File: src/rtl/evt_lane_router.sv
module evt_lane_router #(
  parameter int LANES  = 8,
  parameter int TS_W   = 32,
  parameter int DATA_W = 16,
  parameter int MARGIN = 4
) (
  input  logic                     clk,
  input  logic                     rst_n,
  input  logic                     spread_en,
  input  logic [TS_W-1:0]          now_cnt,
  input  logic                     wr_stb,
  input  logic [TS_W-1:0]          wr_ts,
  input  logic [DATA_W-1:0]        wr_data,
  input  logic [LANES-1:0]         lane_writable,
  output logic [LANES-1:0]         fifo_we,
  output logic [TS_W-1:0]          fifo_ts,
  output logic [DATA_W-1:0]        fifo_data,
  output logic [$clog2(LANES)-1:0] cur_lane,
  output logic [1:0]               status
);
  localparam int LW = $clog2(LANES);

  logic [LANES-1:0] wr_q, lane_used;
  logic [TS_W-1:0]  last_ts [LANES];
  logic             spread_q;

  logic          rise, late, back, hop, full, accept;
  logic [LW-1:0] nxt, tgt;

  assign rise   = lane_writable[cur_lane] & ~wr_q[cur_lane];
  assign late   = {1'b0, wr_ts} <= ({1'b0, now_cnt} + (TS_W+1)'(MARGIN));
  assign back   = lane_used[cur_lane] & (wr_ts <= last_ts[cur_lane]);
  assign hop    = back | (spread_q & spread_en);
  assign nxt    = (cur_lane == LW'(LANES-1)) ? '0 : cur_lane + LW'(1);
  assign tgt    = hop ? nxt : cur_lane;
  assign full   = ~lane_writable[tgt];
  assign accept = wr_stb & ~late & ~full;

  always_ff @(posedge clk) begin
    if (!rst_n) begin
      wr_q      <= '1;
      lane_used <= '0;
      spread_q  <= 1'b0;
      cur_lane  <= '0;
      status    <= '0;
      fifo_we   <= '0;
      fifo_ts   <= '0;
      fifo_data <= '0;
      for (int i = 0; i < LANES; i++) last_ts[i] <= '0;
    end else begin
      wr_q    <= lane_writable;
      fifo_we <= '0;
      if (!spread_en)  spread_q <= 1'b0;
      else if (rise)   spread_q <= 1'b1;
      else if (accept) spread_q <= 1'b0;
      if (wr_stb) status <= {~late & full, late};
      if (accept) begin
        fifo_we        <= LANES'(1) << tgt;
        fifo_ts        <= wr_ts;
        fifo_data      <= wr_data;
        cur_lane       <= tgt;
        last_ts[tgt]   <= wr_ts;
        lane_used[tgt] <= 1'b1;
      end
    end
  end
endmodule


File: config.mk
export PLATFORM = sky130hd
export DESIGN_NAME = evt_lane_router
export DESIGN_NICKNAME = d
export VERILOG_FILES = /design/src/rtl/evt_lane_router.sv
export SDC_FILE = /design/constraint.sdc
export NUM_CORES = 1
export LEC_CHECK = 0
export BUFFER_PORTS_ARGS = -buffer_cell sky130_fd_sc_hd__buf_2
export CAP_MARGIN = 20
export CORE_AREA = 2 2 164 166
export CTS_CLUSTER_SIZE = 8
export DETAILED_ROUTE_END_ITERATION = 6
export DIE_AREA = 0 0 166 168
export PLACE_DENSITY = 0.92
export SETUP_SLACK_MARGIN = 0.02
export SLEW_MARGIN = 40
export SYNTH_ARGS = -nofsm -noshare
export SYNTH_HDL_FRONTEND = slang
export SYNTH_SLANG_ARGS = --single-unit
export TNS_END_PERCENT = 1
File: constraint.sdc
create_clock -name clk -period 18.7 [get_ports clk]
set_input_delay 3.74 -clock clk [delete_from_list [all_inputs] [get_ports clk]]
set_output_delay 3.74 -clock clk [all_outputs]
set_load 0.02 [all_outputs]
* Word level (Yosys, flattened, before mapping)
Memory sizes are Yosys's and may differ from the RTL's. A register that Yosys moved wholly into a read port is not among the register bits. Cells that the tools add are included.
Operators by class: $add $sub $neg 2, order comparisons 5, equality and inequality tests 1, shift operators 1, muxes and demuxes 23, bitwise gates (word level) 11, reductions and logical operators 5
Operator list (number):
- 32-bit by 3-bit adder with 33-bit output, second input constant | 1
- 32-bit by 33-bit less-or-equal comparator with 1-bit output | 1
- 32-bit less-or-equal comparator | 1
- 32-bit 2-to-1 mux | 1
- 32-bit OR reduction | 1
- 3-bit 2-to-1 mux | 5
- 1-bit binary-select mux with 3-bit select | 4
- 1-bit 2-to-1 mux | 12
- 3-bit by 4-bit < comparator with 1-bit output, second input constant | 2
- 8-bit OR | 1
- 1-bit by 3-bit left shift with 8-bit output, first input constant | 1
- 1-bit AND | 6
- 2-bit AND reduction | 2
- 3-bit by 1-bit adder with 3-bit output, second input constant | 1
- 1-bit demux with 3-bit select | 1
- 3-bit equality test, second input constant | 1
- 3-bit by 1-bit greater-or-equal comparator with 1-bit output, second input constant | 1
- 1-bit NOT | 3
- 2-bit nonzero test | 1
- 1-bit logical AND | 1
- 1-bit OR | 1
Word-level totals: bits in registers 78, memory bits (writable) 256, input bits 92, output and inout bits 61, logic and storage cells 57, memories kept 1
Memories:
- last_ts | words 8, bits a word 32, rd ports 1, clocked after Yosys merged registers in 1, wr ports 8, line 24 | logic [TS_W-1:0] last_ts [LANES];

* Depth between registers and ports, before layout
depth in word-level cells 13, gate-level depth with buffers 20, mapped depth without buffers 16

* Worst setup path before layout
OpenSTA, ideal clock, no wires.
kind input -> register, from in now_cnt[2], to mem last_ts[6][0] (enable), library setup time 466 ps, arrival time 8827 ps, data required time 18234 ps, setup slack 9408 ps, stages 15, buffers on the path 2, cell sequence ha_1 -> nand2_1 -> nor4_1 -> and3_1 -> clkbuf_1 -> nand4_1 -> xor2_1 -> ha_1 -> nand2_1 -> nor4_1 -> o211ai_1 -> o22ai_1 -> o2111ai_1 -> buf_2 -> o21ai_0
RTL lines:
- start: declaration | line 10 | input logic [TS_W-1:0] now_cnt,
- end: declaration | line 24

==> run summary <==
Mean area per synthesized cell - 13.1 sq um
CP endpoint kind - flop
Root Driver - clkbuf_16
Tot Pwr - 1.78 mW
Die Width - 166 microns
Combined area of the multi-input logic cells - 0.00704 sq mm
EDFF count, synth - 256
Vias in the first global route - 12,500
Rows - 60
PnR worst setup slack - 10,130 ps
Ys async rst share - 0%
Post-CTS Setup Bufs - 0
Post-detail-place hpwl - 25,800 microns
Layout cells sized above 1 - 22.9%
ANT cells - 0
Place WS - 9350 ps
Gr ovfl total - 0
Critical Path AT - 8780 ps
Failing checks - design-rule violations
Max_cap viols - 0
Storage cell area - 0.00932 sq mm
H-tree level count - 2
Worst setup SP type - input port
Syn. warnings - 0
Pwr dens - 93.0 mW/mm^2
CTS tree - done
DRT Pass-1 Iters - 7
Die Ht - 168 microns
Final hold vios - 0
Hold path depth - 2
Synthesis-stage register bit count - 337
Area grow syn2layout - 15.0%
CTS Hold Bufs - 0
Critical path class - input port to flop
Vias per cell - 6.66
Total wire length - 45,200 microns
Slew HR - 41.2%
VDD IR-drop max - 0.000103 V
Leakage power total - 8.17 nW
Fmax - 0.117 GHz
Wirelength per Cell - 25.4 microns
PostCTS Resize Cnt - 0
Hold Path Class - flop to flop
Die ar. - 0.0279 sq mm
Ports - 153
Initial drt markers - 1,514
Tmin final - 8570 ps
Critical Path RT - 18,910 ps
Register area share after synthesis - 55.9%
Register clock-pin slew on the reported worst setup and hold paths - 50 ps
CTS Buf Count - 48
Setup-failing EPs final - 0
CTS max path bufs - 3
Clock skew - 17.9 ps
Vias - 11,900
Clk sink count - 337
Total track usage - 32.5%
Clk Latency, worst-skew pair - 540 ps
First-pass GRT wire length - 69,600 microns
Nets - 1,574
Initial antenna violation count - 0
Total negative slack - 0 ps
Number of port buffers - 152
Post-Syn Area - 0.0166 sq mm
Netlist cell types - 54
Final core occ - 72.6%
Main synth FF type - edfxtp_1
Synth Instances - 1,274
DR DRC count - 10
CP max FO - 34
Starting density of the core - 63.2%
RSZ-0062 raised after global routing - false
Pin count of the biggest net entering global routing - 101
Max Slew Vio Count - 0
Actual slew at the worst max-slew pin - 883 ps
# fillers - 1,450
DRT antenna net count - 0
Outcome - finished with violations
Final period util - 45.8%
Synth Net Count - 1,433
Worst Reg-to-Reg Cells - 15
Final GP Congestion - 0.906
Core area - 0.0264 sq mm
[layer usage]
layer	global-route usage, %	vias up	wire, microns
met3	6.91	180	5300
met5	0	-	0
met1	40.9	5706	15700
met2	54.0	931	22200
met4	16.0	0	2000
li1	-	5056	-
[critical path, cell delays in order]
cell and delay [ps]:
buf_2 120, ha_1 210, nand2_1 110, nor4_1 520
and3_1 400, nand4_1 150, xor2_1 160, ha_1 300
nand2_1 70, nor4_1 390, o211ai_1 140, o22ai_1 570
o2111ai_4 510, nor3_2 290, buf_4 370, nand2b_1 340
buf_4 340
[final cells by class]
type	instances	area share, %
clock inverter	3	0.137
sequential	337	48.7
clock buffer	74	6.90
inverter	15	0.294
timing repair buffer	175	4.99
tap	341	2.23
multi-input combinational	838	36.8
[synthesized netlist by cell type, drive strengths merged (3+ instances only)]
cell / instances / area, sq um
a21boi: 3 / 22.5
a21o: 16 / 120
a21oi: 24 / 120
a221oi: 3 / 32.5
a22o: 4 / 35.0
a31oi: 4 / 25.0
and2: 126 / 788
and3: 136 / 851
and4: 5 / 43.8
buf: 28 / 195
clkbuf: 56 / 215
dfxtp: 81 / 1620
edfxtp: 256 / 7690
ha: 67 / 838
inv: 15 / 56.3
mux2: 5 / 60.1
mux2i: 89 / 891
mux4: 67 / 1510
nand2: 135 / 507
nand2b: 8 / 50.1
nand3: 13 / 65.1
nand4: 16 / 100
nor2: 15 / 56.3
nor2b: 4 / 25.0
nor3: 15 / 85.1
nor4: 8 / 50.1
o211ai: 5 / 42.5
o21ai: 18 / 101
o22ai: 3 / 18.8
o32ai: 3 / 26.3
xnor2: 12 / 105
xor2: 16 / 140
[registers in the layout (all words and copies together), names as in the netlist, named ones only]
| signal | flops |
|---|---|
| last_ts | 256 |
| fifo_ts | 32 |
| fifo_data | 16 |
| fifo_we | 8 |
| lane_used | 8 |
| wr_q | 8 |
| cur_lane | 3 |
| status | 2 |
| spread_q | 1 |
[logic make-up after synthesis]
logic type / Yosys count / share of synthesized area (%)
flip-flops: 337 / 55.9
AO/OA/AOI/OAI: 97 / 4.08
AND/OR/NAND/NOR: 485 / 15.9
multiplexers: 161 / 14.8
XOR/XNOR: 28 / 1.47
buffers and inverters: 99 / 2.80
adder cells (fa/ha/maj): 67 / 5.04
[power breakdown]
| group | internal [mW] | leakage [nW] | switching, mW |
|---|---|---|---|
| sequential | 0.832 | 3.31 | 0.0105 |
| combinational | 0.0527 | 4.22 | 0.0968 |
| clock | 0.479 | 0.647 | 0.310 |
[final timing paths]
check / slack, ps / end / from
min reg2reg: 460 / fifo_data[12] / fifo_data[12]
min: 460 / fifo_data[12] / fifo_data[12]
max reg2reg: 11650 / last_ts[3][20] / flop
max: 10130 / last_ts[5][29] / now_cnt[2]
[layout by cell type, fill, tap and decap left out, drive strengths merged, types with 16 or more instances in the layout]
| master | count |
|---|---|
| mux4 | 67 |
| ha | 67 |
| buf | 174 |
| nand4 | 16 |
| xor2 | 16 |
| inv | 17 |
| and3 | 136 |
| clkbuf | 75 |
| nand2 | 135 |
| o21ai | 18 |
| dfxtp | 81 |
| edfxtp | 256 |
| a21o | 16 |
| a21oi | 24 |
| and2 | 126 |
| mux2i | 89 |
[per-stage QoR]
step	area (sq um)	cells	hold WS [ps]
final	19100	1783	458
after floorplan	16600	1274	421
after detailed placement	17700	1704	439
after global routing	19100	1783	481
after CTS	19100	1781	459
after global placement	17700	1704	430
Power figures use the tool's default switching activity.
